$ cat config.mk
export PLATFORM = sky130hd
export DESIGN_NAME = vmm_regfile
export DESIGN_NICKNAME = d
export VERILOG_FILES = /design/src/rtl/vmm_regfile_pkg.sv /design/src/rtl/vmm_regfile_wr.sv /design/src/rtl/vmm_regfile_rd.sv /design/src/rtl/vmm_regfile_bank.sv /design/src/rtl/vmm_regfile.sv
export SDC_FILE = /design/constraint.sdc
export NUM_CORES = 2
export LEC_CHECK = 0
export CAP_MARGIN = 20
export CORE_MARGIN = 1.5
export CORE_UTILIZATION = 30
export DETAILED_ROUTE_END_ITERATION = 6
export GPL_ROUTABILITY_DRIVEN = 0
export SYNTH_ARGS = -nofsm -noshare
export SYNTH_HDL_FRONTEND = slang
export SYNTH_SLANG_ARGS = --single-unit
$ cat constraint.sdc
create_clock -name clk -period 2.2 [get_ports clk]
set_input_delay 0.22 -clock clk [delete_from_list [all_inputs] [get_ports clk]]
set_output_delay 0.22 -clock clk [all_outputs]
set_load 0.05 [all_outputs]
$ cat src/rtl/vmm_regfile_pkg.sv
package vmm_regfile_pkg;
  // register slots, one every 8 bytes
  localparam int NSLOT    = 11;
  localparam int SL_CTRL  = 0;
  localparam int SL_FADDR = 1;
  localparam int SL_FADRB = 2;
  localparam int SL_LBYTE = 3;
  localparam int SL_LINES = 4;
  localparam int SL_RSTAT = 5;
  localparam int SL_ECTRL = 6;
  localparam int SL_EBASE = 7;
  localparam int SL_ESIZE = 8;
  localparam int SL_ESTAT = 9;
  localparam int SL_ELAST = 10;

  // slots that are staged and shadowed
  localparam logic [NSLOT-1:0] PARAM_MASK = 11'b00111011110;

  // control word bit positions
  localparam int CB_RESTART = 0;
  localparam int CB_WREN    = 1;
  localparam int CB_RDEN    = 2;
  localparam int CB_HALT    = 3;

  localparam logic [1:0] RESP_OKAY = 2'b00;
endpackage

$ cat src/rtl/vmm_regfile_wr.sv
module vmm_regfile_wr #(
  parameter int ADDR_W = 8,
  parameter int DATA_W = 32,
  localparam int STRB_W = DATA_W / 8
) (
  input  logic              clk,
  input  logic              rst_n,
  input  logic [ADDR_W-1:0] awaddr,
  input  logic              awvalid,
  output logic              awready,
  input  logic [DATA_W-1:0] wdata,
  input  logic [STRB_W-1:0] wstrb,
  input  logic              wvalid,
  output logic              wready,
  output logic [1:0]        bresp,
  output logic              bvalid,
  input  logic              bready,
  output logic              wr_fire,
  output logic [ADDR_W-1:0] wr_addr,
  output logic [DATA_W-1:0] wr_data,
  output logic [STRB_W-1:0] wr_strb
);
  import vmm_regfile_pkg::*;

  logic aw_full, w_full, b_q;

  assign awready = !aw_full;
  assign wready  = !w_full;
  assign wr_fire = aw_full && w_full && !b_q;
  assign bvalid  = b_q;
  assign bresp   = RESP_OKAY;

  always_ff @(posedge clk) begin
    if (!rst_n) begin
      aw_full <= 1'b0;
      w_full  <= 1'b0;
      b_q     <= 1'b0;
      wr_addr <= '0;
      wr_data <= '0;
      wr_strb <= '0;
    end else begin
      if (awvalid && !aw_full) begin
        aw_full <= 1'b1;
        wr_addr <= awaddr;
      end else if (wr_fire) begin
        aw_full <= 1'b0;
      end
      if (wvalid && !w_full) begin
        w_full  <= 1'b1;
        wr_data <= wdata;
        wr_strb <= wstrb;
      end else if (wr_fire) begin
        w_full <= 1'b0;
      end
      if (wr_fire)     b_q <= 1'b1;
      else if (bready) b_q <= 1'b0;
    end
  end
endmodule

$ cat src/rtl/vmm_regfile_rd.sv
module vmm_regfile_rd #(
  parameter int ADDR_W = 8,
  parameter int DATA_W = 32
) (
  input  logic              clk,
  input  logic              rst_n,
  input  logic [ADDR_W-1:0] araddr,
  input  logic              arvalid,
  output logic              arready,
  output logic [DATA_W-1:0] rdata,
  output logic [1:0]        rresp,
  output logic              rvalid,
  input  logic              rready,
  output logic [ADDR_W-1:0] lk_addr,
  input  logic [DATA_W-1:0] lk_data
);
  import vmm_regfile_pkg::*;

  logic r_q;

  assign arready = !r_q;
  assign rvalid  = r_q;
  assign rresp   = RESP_OKAY;
  assign lk_addr = araddr;

  always_ff @(posedge clk) begin
    if (!rst_n) begin
      r_q   <= 1'b0;
      rdata <= '0;
    end else if (arvalid && !r_q) begin
      r_q   <= 1'b1;
      rdata <= lk_data;
    end else if (rready) begin
      r_q <= 1'b0;
    end
  end
endmodule

$ cat src/rtl/vmm_regfile_bank.sv
module vmm_regfile_bank
  import vmm_regfile_pkg::*;
#(
  parameter int ADDR_W = 8,
  parameter int REG_W  = 64,
  localparam int DATA_W = REG_W / 2,
  localparam int STRB_W = DATA_W / 8,
  localparam int SLOT_W = ADDR_W - 3
) (
  input  logic                        clk,
  input  logic                        rst_n,
  input  logic                        wr_fire,
  input  logic [ADDR_W-1:0]           wr_addr,
  input  logic [DATA_W-1:0]           wr_data,
  input  logic [STRB_W-1:0]           wr_strb,
  input  logic [ADDR_W-1:0]           rd_addr,
  output logic [DATA_W-1:0]           rd_data,
  input  logic [REG_W-1:0]            raw_status,
  input  logic [REG_W-1:0]            enc_set,
  input  logic [REG_W-1:0]            enc_last,
  output logic                        restart_o,
  output logic                        wren_o,
  output logic                        rden_o,
  output logic                        halt_o,
  output logic [NSLOT-1:0][REG_W-1:0] cfg_o
);

  function automatic logic [REG_W-1:0] merge(input logic [REG_W-1:0] old,
                                            input logic hi,
                                            input logic [DATA_W-1:0] d,
                                            input logic [STRB_W-1:0] s);
    logic [REG_W-1:0] r;
    int base;
    r = old;
    base = hi ? DATA_W : 0;
    for (int b = 0; b < STRB_W; b++)
      if (s[b]) r[base + 8*b +: 8] = d[8*b +: 8];
    return r;
  endfunction

  logic [SLOT_W-1:0] wr_slot, rd_slot;
  logic              wr_hi, rd_hi, wr_hit, rd_hit, restart_fire;
  logic [2:0]        ctrl_q;
  logic              restart_q;
  logic [REG_W-1:0]  sticky_q, sticky_clr;
  logic [REG_W-1:0]  slot_rd [NSLOT];
  logic              unused_lsb;

  assign wr_slot = wr_addr[ADDR_W-1:3];
  assign rd_slot = rd_addr[ADDR_W-1:3];
  assign wr_hi   = wr_addr[2];
  assign rd_hi   = rd_addr[2];
  assign wr_hit  = wr_fire && (int'(wr_slot) < NSLOT);
  assign rd_hit  = int'(rd_slot) < NSLOT;
  assign unused_lsb = ^{wr_addr[1:0], rd_addr[1:0]};

  assign restart_fire = wr_hit && (int'(wr_slot) == SL_CTRL) && !wr_hi &&
                        wr_strb[0] && wr_data[CB_RESTART];

  // control word: enables act at once, restart is a pulse
  always_ff @(posedge clk) begin
    if (!rst_n) begin
      ctrl_q    <= '0;
      restart_q <= 1'b0;
    end else begin
      restart_q <= restart_fire;
      if (wr_hit && (int'(wr_slot) == SL_CTRL) && !wr_hi && wr_strb[0])
        ctrl_q <= wr_data[CB_HALT:CB_WREN];
    end
  end
  assign restart_o = restart_q;
  assign wren_o    = ctrl_q[CB_WREN-1];
  assign rden_o    = ctrl_q[CB_RDEN-1];
  assign halt_o    = ctrl_q[CB_HALT-1];

  // sticky flags: write one to clear, set has priority
  assign sticky_clr = (wr_hit && (int'(wr_slot) == SL_ESTAT)) ?
                      merge('0, wr_hi, wr_data, wr_strb) : '0;
  always_ff @(posedge clk) begin
    if (!rst_n) sticky_q <= '0;
    else        sticky_q <= (sticky_q & ~sticky_clr) | enc_set;
  end

  for (genvar s = 0; s < NSLOT; s++) begin : g_slot
    if (PARAM_MASK[s]) begin : g_par
      logic [REG_W-1:0] stage_q, live_q;
      always_ff @(posedge clk) begin
        if (!rst_n) begin
          stage_q <= '0;
          live_q  <= '0;
        end else begin
          if (wr_hit && (int'(wr_slot) == s))
            stage_q <= merge(stage_q, wr_hi, wr_data, wr_strb);
          if (restart_fire)
            live_q <= stage_q;
        end
      end
      assign slot_rd[s] = stage_q;
      assign cfg_o[s]   = live_q;
    end else begin : g_fix
      assign cfg_o[s] = '0;
      if (s == SL_CTRL) begin : g_ctrl
        assign slot_rd[s] = {{(REG_W-4){1'b0}}, ctrl_q, 1'b0};
      end else if (s == SL_RSTAT) begin : g_rstat
        assign slot_rd[s] = raw_status;
      end else if (s == SL_ESTAT) begin : g_estat
        assign slot_rd[s] = sticky_q;
      end else begin : g_elast
        assign slot_rd[s] = enc_last;
      end
    end
  end

  always_comb begin
    rd_data = '0;
    if (rd_hit)
      rd_data = rd_hi ? slot_rd[rd_slot][REG_W-1:DATA_W]
                      : slot_rd[rd_slot][DATA_W-1:0];
  end
endmodule

$ cat src/rtl/vmm_regfile.sv
module vmm_regfile
  import vmm_regfile_pkg::*;
#(
  parameter int ADDR_W = 8,
  parameter int REG_W  = 64,
  localparam int DATA_W = REG_W / 2,
  localparam int STRB_W = DATA_W / 8
) (
  input  logic              clk,
  input  logic              rst_n,
  input  logic [ADDR_W-1:0] s_awaddr,
  input  logic              s_awvalid,
  output logic              s_awready,
  input  logic [DATA_W-1:0] s_wdata,
  input  logic [STRB_W-1:0] s_wstrb,
  input  logic              s_wvalid,
  output logic              s_wready,
  output logic [1:0]        s_bresp,
  output logic              s_bvalid,
  input  logic              s_bready,
  input  logic [ADDR_W-1:0] s_araddr,
  input  logic              s_arvalid,
  output logic              s_arready,
  output logic [DATA_W-1:0] s_rdata,
  output logic [1:0]        s_rresp,
  output logic              s_rvalid,
  input  logic              s_rready,
  input  logic [REG_W-1:0]  raw_status,
  input  logic [REG_W-1:0]  enc_status_set,
  input  logic [REG_W-1:0]  enc_last_addr,
  output logic              restart_pulse,
  output logic              wr_path_en,
  output logic              rd_path_en,
  output logic              halt_on_err,
  output logic [REG_W-1:0]  cfg_frame_addr,
  output logic [REG_W-1:0]  cfg_frame_addr_b,
  output logic [REG_W-1:0]  cfg_line_bytes,
  output logic [REG_W-1:0]  cfg_lines,
  output logic [REG_W-1:0]  cfg_enc_ctrl,
  output logic [REG_W-1:0]  cfg_enc_base,
  output logic [REG_W-1:0]  cfg_enc_size
);

  logic                        wr_fire;
  logic [ADDR_W-1:0]           wr_addr, lk_addr;
  logic [DATA_W-1:0]           wr_data, lk_data;
  logic [STRB_W-1:0]           wr_strb;
  logic [NSLOT-1:0][REG_W-1:0] cfg;
  logic                        unused_cfg;

  vmm_regfile_wr #(.ADDR_W(ADDR_W), .DATA_W(DATA_W)) u_wr (
    .clk(clk), .rst_n(rst_n),
    .awaddr(s_awaddr), .awvalid(s_awvalid), .awready(s_awready),
    .wdata(s_wdata), .wstrb(s_wstrb), .wvalid(s_wvalid), .wready(s_wready),
    .bresp(s_bresp), .bvalid(s_bvalid), .bready(s_bready),
    .wr_fire(wr_fire), .wr_addr(wr_addr), .wr_data(wr_data), .wr_strb(wr_strb)
  );

  vmm_regfile_rd #(.ADDR_W(ADDR_W), .DATA_W(DATA_W)) u_rd (
    .clk(clk), .rst_n(rst_n),
    .araddr(s_araddr), .arvalid(s_arvalid), .arready(s_arready),
    .rdata(s_rdata), .rresp(s_rresp), .rvalid(s_rvalid), .rready(s_rready),
    .lk_addr(lk_addr), .lk_data(lk_data)
  );

  vmm_regfile_bank #(.ADDR_W(ADDR_W), .REG_W(REG_W)) u_bank (
    .clk(clk), .rst_n(rst_n),
    .wr_fire(wr_fire), .wr_addr(wr_addr), .wr_data(wr_data), .wr_strb(wr_strb),
    .rd_addr(lk_addr), .rd_data(lk_data),
    .raw_status(raw_status), .enc_set(enc_status_set), .enc_last(enc_last_addr),
    .restart_o(restart_pulse), .wren_o(wr_path_en), .rden_o(rd_path_en),
    .halt_o(halt_on_err), .cfg_o(cfg)
  );

  assign cfg_frame_addr   = cfg[SL_FADDR];
  assign cfg_frame_addr_b = cfg[SL_FADRB];
  assign cfg_line_bytes   = cfg[SL_LBYTE];
  assign cfg_lines        = cfg[SL_LINES];
  assign cfg_enc_ctrl     = cfg[SL_ECTRL];
  assign cfg_enc_base     = cfg[SL_EBASE];
  assign cfg_enc_size     = cfg[SL_ESIZE];
  assign unused_cfg = ^{cfg[SL_CTRL], cfg[SL_RSTAT], cfg[SL_ESTAT], cfg[SL_ELAST]};
endmodule

---- After elaboration in Yosys (flattened, before gate mapping) ----
Cells that the tools add are included.
W data, S select, Z words.
storage, ports and cells
  register bits ........................... 1044
  output and inout port bits .............. 493
cells by class
  add/subtract/negate cells ............... 7
  bitwise gates (word level) .............. 5
  shift-type cells ........................ 8
  eq/ne operators ......................... 8
  order comparisons ....................... 3
  reductions and logical operators ........ 28
  multiplexer cells ....................... 119
operators with widths
  kind                       number
  $mux W64                   77
  $bwmux W64                 31
  $bmux W64 S4               1
  $shift A8 B33 Y64 const A  4
  $shiftx A8 B33 Y64         4
  $and A64 B64 Y64           2
  $neg A32 Y33               3
  $add A32 B6 Y32 const B    2
  $mux W32                   2
  $not A64 Y64               1
  $or A64 B64 Y64            1
  $neg A6 Y33                1
  $add A32 B5 Y32 const B    1
  $logic_and A1 B1 Y1        18
  $eq A5 B4 Y1 const B       3
  $eq A5 B3 Y1 const B       2
  $eq A5 B5 Y1 const B       2
  $lt A5 B4 Y1 const B       2
  $reduce_bool A2 Y1         4
  $mux W1                    7
  $ge A6 B5 Y1 const B       1
  $mux W6                    1
  $not A5 Y6                 1
  $eq A5 B2 Y1 const B       1
  other kinds (2)            6

---- Logic depth before layout (Yosys ltp) ----
  word-level depth ........................ 17
  depth in mapped cells ................... 10
  gate-level depth less buffers ........... 4

---- Cells and area by module ----
A second synthesis with hierarchy kept.
second synthesis, totals
  cells, all modules ...................... 4878
  area, all modules ....................... 44771.7 µm²
by module, submodules not included
  module            times used  area each (µm²)  cells an instance
  vmm_regfile_bank  1           41354.7          4515
  vmm_regfile_wr    1           1983.2           208
  vmm_regfile_rd    1           1433.9           155

---- Worst setup path before layout ----
No wires, ideal clock.
  path type ............................... flip-flop to flip-flop
  start point ............................. register u_wr.b_q, in the netlist u_wr.bvalid
  end point ............................... register u_bank.g_slot[1].g_par.stage_q[10]
  path buffers ............................ 1
  setup slack ............................. -134 ps
  cell stages (with the launch flop) ...... 6
  arrival ................................. 2209 ps
  required time ........................... 2075 ps
  period minus slack after synthesis ...... 2334 ps
  cell sequence ........................... dfxtp_1 nand4bb_1 buf_2 nor4_2 nand2_2 mux2i_1
on the way
  longest elaborated chain between the ends .. 4
RTL lines
  what                    line                    source
  from (decl)             vmm_regfile_wr.sv:25    logic aw_full, w_full, b_q;
  from (signal assigned)  vmm_regfile_wr.sv:37    b_q <= 1'b0;
  from (signal assigned)  vmm_regfile_wr.sv:55    if (wr_fire) b_q <= 1'b1;
  from (signal assigned)  vmm_regfile_wr.sv:56    else if (bready) b_q <= 1'b0;
  $logic_not A1 Y1        vmm_regfile_wr.sv:29    assign wr_fire = aw_full && w_full && !b_q;
  $logic_and A1 B1 Y1     vmm_regfile_wr.sv:29
  $logic_and A1 B1 Y1     vmm_regfile_bank.sv:53  assign wr_hit = wr_fire && (int'(wr_slot) < NSLOT);
  $logic_and A1 B1 Y1     vmm_regfile_bank.sv:92  if (wr_hit && (int'(wr_slot) == s))
  to (signal assigned)    vmm_regfile_bank.sv:93  stage_q <= merge(stage_q, wr_hi, wr_data, wr_strb);
  to (decl)               vmm_regfile_bank.sv:86  logic [REG_W-1:0] stage_q, live_q;
Every way passes these cells.
A chain may end at the register's enable or synchronous reset.

---- Final worst setup path ----
  start point ............................. register u_wr.wr_addr[3]
  end point ............................... register u_bank.g_slot[8].g_par.live_q[53]
on the way
  longest elaborated chain between the ends .. 6
  elaborated cells on any way between the ends .. 7
  classes of those cells .................. order compare (1); reduce/logical (6)
RTL lines
  what                                line                    source
  from (decl)                         vmm_regfile_wr.sv:19    output logic [ADDR_W-1:0] wr_addr,
  from (signal assigned)              vmm_regfile_wr.sv:44    wr_addr <= awaddr;
  $lt A5 B4 Y1                        vmm_regfile_bank.sv:53
  $logic_and A1 B1 Y1                 vmm_regfile_bank.sv:53
  $logic_and A1 B1 Y1 * (3 in a row)  vmm_regfile_bank.sv:57  assign restart_fire = wr_hit && (int'(wr_slot) == SL_CTRL) && !wr_hi &&
  $logic_and A1 B1 Y1 *               vmm_regfile_bank.sv:58  wr_strb[0] && wr_data[CB_RESTART];
  to (signal assigned)                vmm_regfile_bank.sv:95  live_q <= stage_q;
  to (decl)                           vmm_regfile_bank.sv:86
Every way passes the cells marked *; elsewhere a longest branch is shown, timed or not.

==> summary.txt <==
Run status
  • Status: finished, final reports clean

Setup path
  • Crit path required time: approximately 2.9 ns
  • Critical path startpoint category: register
  • CP max FO: 8
  • WS Path Type: reg -> reg
  • Flop-to-flop setup slack: a little under 0.006 ns
  • Crit. End Element: register
  • Register-to-Register Path Depth: 7
  • Worst Path Arrival: 2.86 ns

Drt
  • ANT nets after route: 0
  • DR vias: 41,100
  • DRC violations left: 0
  • Drt pass-1 iters: 6
  • Routed wire length: between 200,000 and 250,000 um
  • Drt via density: about 5.5
  • Initial DRC count: between 4,000 and 5,000
  • Routed len/inst: between 30 and 40 um

Synth
  • Sequential share of the synthesized area: between 40% and 50%
  • Commonest cells post-synth: 1,042 x dfxtp_1, 737 x nand2_1, 695 x mux2i_1
  • Largest cells by area after synthesis: dfxtp_1 47%, mux2i_1 16%, nand2_1 6.3%, nand4_1 5.5%, o21ai_0 4.4%
  • Synth Area in Compound Gates: about a tenth
  • Top-count cell post-synth: dfxtp_1
  • Area leader, netlist: dfxtp_1
  • Synth top area share: around 47%
  • Yosys warns: 0
  • Avg Inst Size Synth: 9.37 um2
  • Mapped Area: roughly 0.044 mm2
  • Adder-Cell Fraction of Synth Area: 0%
  • FFs w/ async S/R, synth: 0%
  • Synthesized-area fraction occupied by and/or/nand/nor cells: roughly 18%
  • Main combinational cell family by area after synthesis: multiplexers
  • XOR/XNOR share of the synthesized area: 0%
  • Synthesized instance count: between 4,000 and 5,000
  • Top FF cell, synth: dfxtp_1
  • Yosys cell types: between 50 and 60
  • Post-synthesis register bit count: approximately 1,000
  • Mux contribution to synthesized area: 20.3%
  • Post-synth EDFFs: 0

Clocking
  • CTS Buf Count: roughly 110
  • Worst-Skew Late Latency: 0.77 ns
  • CTS tree: built
  • # clock sinks: 1,042
  • CTS Buffer Depth: 3
  • Root buffer selected by CTS: clkbuf_16
  • Htree depth: 3
  • Reg clk slew, reported paths: 0.06 ns

Finish
  • Final net count: about 5,700
  • P&R area growth vs syn: 34.5%
  • Share of post-route cells with drive strength above 1: about 16%
  • Final Non-Filler Cells: ~7,500
  • Fillcell total: 14,300
  • Final core occ: ~41%

GRT
  • Largest net degree at the start of global routing: 112
  • First-pass GRT wire length: roughly 300,000 um
  • Antenna violations before repair: 25
  • GRT Total Usage: 28.9%
  • Vias in the first global route: just under 40,000
  • Total grt overflow: 0

STA
  • FMAX: ~460 MHz
  • Final setup TNS: 0 ns
  • Final setup fails: 0
  • Slack of the critical path: between 0.005 and 0.006 ns
  • Worst Skew: roughly 0.061 ns
  • Final cycle utilization of the critical path: ~100%
  • Hold WS: roughly 0.028 ns
  • Unrepaired setup endpoints after global routing: true
  • Worst slew margin: 19.4%
  • Slew @ Worst Pin: ~1.2 ns
  • Hold Vio Cnt, Final: 0
  • Final count of pins violating max slew: 0
  • Fin crit period: 2.19 ns

Floorplan
  • Die area: ~0.15 mm2
  • Core area: roughly 0.15 mm2
  • Die span in x: just under 400 um
  • Chip height: 386 um
  • Std-Cell Rows: 140
  • Io pins: roughly 740
  • Initial cell density of the core: 30.2%

Power
  • Pleak: 24.4 nW
  • P_int: around 0.031 W
  • Register share of total power: 45.4%
  • Clock share of power: between 40% and 50%
  • Worst vdd ir: about 0.64 mV
  • Combinational share of power: ~8.6%
  • Power density over the cells: 714 mW/mm2
  • Psw: 0.0108 W
  • Switching share of power: between 20% and 30%

Placed design
  • Dpl hpwl: roughly 180,000 um
  • Pre-CTS setup slack: -0.0563 ns
  • PortBufs: 735
  • Cell total after placement: ~7,200

Min path
  • Hold Crit Depth: 3
  • Tightest Hold Check Type: in -> reg

Flow run
  • Max-cap violation count: 0
[metrics by stage]
| stage | cell area, um2 | power, W |
|---|---|---|
| final | 59100 | 0.0422 |
| after detailed placement | 55100 | 0.0231 |
| after global placement | 55100 | 0.0231 |
| after floorplan | 44000 | 0.0211 |
| after global routing | 59100 | 0.0431 |
| after CTS | 58700 | 0.0422 |
[path summary, 6_finish.rpt]
kind | start | endpoint
setup / recovery | u_wr.wr_addr[3] | u_bank.g_slot[8].g_par.live_q[53]
hold / removal | s_wdata[18] | u_wr.wr_data[18]
hold reg to reg | u_bank.g_slot[1].g_par.live_q[22] | u_bank.g_slot[1].g_par.live_q[22]
setup reg to reg | u_wr.wr_addr[3] | u_bank.g_slot[8].g_par.live_q[53]
[per-layer routing]
layer	share of wire [%]	global-route usage (%)	up-vias
met2	42	42.7	2152
met3	12	10.8	480
met1	39	35.8	20100
met4	6.4	16.9	14
met5	0.040	0	-
li1	-	-	18300
[layout make-up]
cell class / count / area [um2] / share of cell area, %
clock inverters: 44 / 587 / 0.993
multi-input cells: 3162 / 21000 / 35.6
inverters: 38 / 150 / 0.254
clock buffers: 157 / 3140 / 5.31
well taps: 1917 / 2400 / 4.06
diodes: 11 / 27.5 / 0.0466
flip-flops and latches: 1042 / 20900 / 35.3
repair buffers: 1104 / 10900 / 18.4
[kinds of logic after synthesis]
family                 count (synthesis)
AO/OA/AOI/OAI                        692
buffers and inverters                490
flip-flops                          1042
multiplexers                         840
other                                  1
AND/OR/NAND/NOR                     1626
[flip-flops by register name, summed over array words and instances (netlist names)]
register and flops:
u_bank.ctrl_q 3, u_bank.g_slot.g_par.live_q 448, u_bank.g_slot.g_par.stage_q 448, u_bank.restart_o 1
u_bank.sticky_q 64, u_rd.rdata 32, u_rd.rvalid 1, u_wr.aw_full 1
u_wr.bvalid 1, u_wr.w_full 1, u_wr.wr_addr 6, u_wr.wr_data 32
u_wr.wr_strb 4
[cell usage in the layout, fill, tap and decap left out, drive strengths merged, types with 4 or more instances in the layout]
| cell type | n |
|---|---|
| dfxtp | 1042 |
| nand2 | 755 |
| mux2i | 695 |
| buf | 490 |
| clkdlybuf4s50 | 407 |
| nand4 | 389 |
| o21ai | 389 |
| nor2 | 326 |
| dlygate4sd2 | 171 |
| clkbuf | 167 |
| mux2 | 116 |
| a21oi | 78 |
| inv | 42 |
| nand3 | 38 |
| a22oi | 35 |
| nor3b | 35 |
| a221oi | 34 |
| a41oi | 32 |
| a221o | 30 |
| mux4 | 29 |
| clkinv | 27 |
| o22ai | 26 |
| dlymetal6s2s | 24 |
| nor4 | 22 |
| o221ai | 16 |
| nor2b | 14 |
| nand2b | 13 |
| diode | 11 |
| a22o | 11 |
| o2bb2ai | 10 |
| o211ai | 10 |
| a2bb2oi | 9 |
| bufinv | 9 |
| and2 | 9 |
| or3b | 9 |
| a222oi | 8 |
| conb | 4 |
| clkinvlp | 4 |
| nor3 | 4 |
[power by group through the flow]
stage	clock (W)	combinational, W	sequential, W
global route	0.0203	0.00372	0.0192
detailed placement	0	0.00355	0.0196
global placement	0	0.00353	0.0196
finish	0.0194	0.00364	0.0192
CTS	0.0195	0.00355	0.0192
floorplan	0	0.00153	0.0196
[critical path: stages, from the launching register on]
cell       delay (ns)
dfxtp_2          0.32
or4b_4           0.54
nor4_4           0.30
and2_4           0.27
buf_4            0.15
clkbuf_16        0.17
buf_4            0.13
mux2i_1          0.22
[what timing repair did]
item / in CTS / in global routing
pin swaps: 0 / 2
cloned: 0 / 9
setup buffers: 0 / 3
setup endpoints to repair: 172 / 215
hold buffers: 2 / 0
hold endpoints to repair: 22 / 0
gates resized for setup: 173 / 49
(Power assumes the default switching activity.)
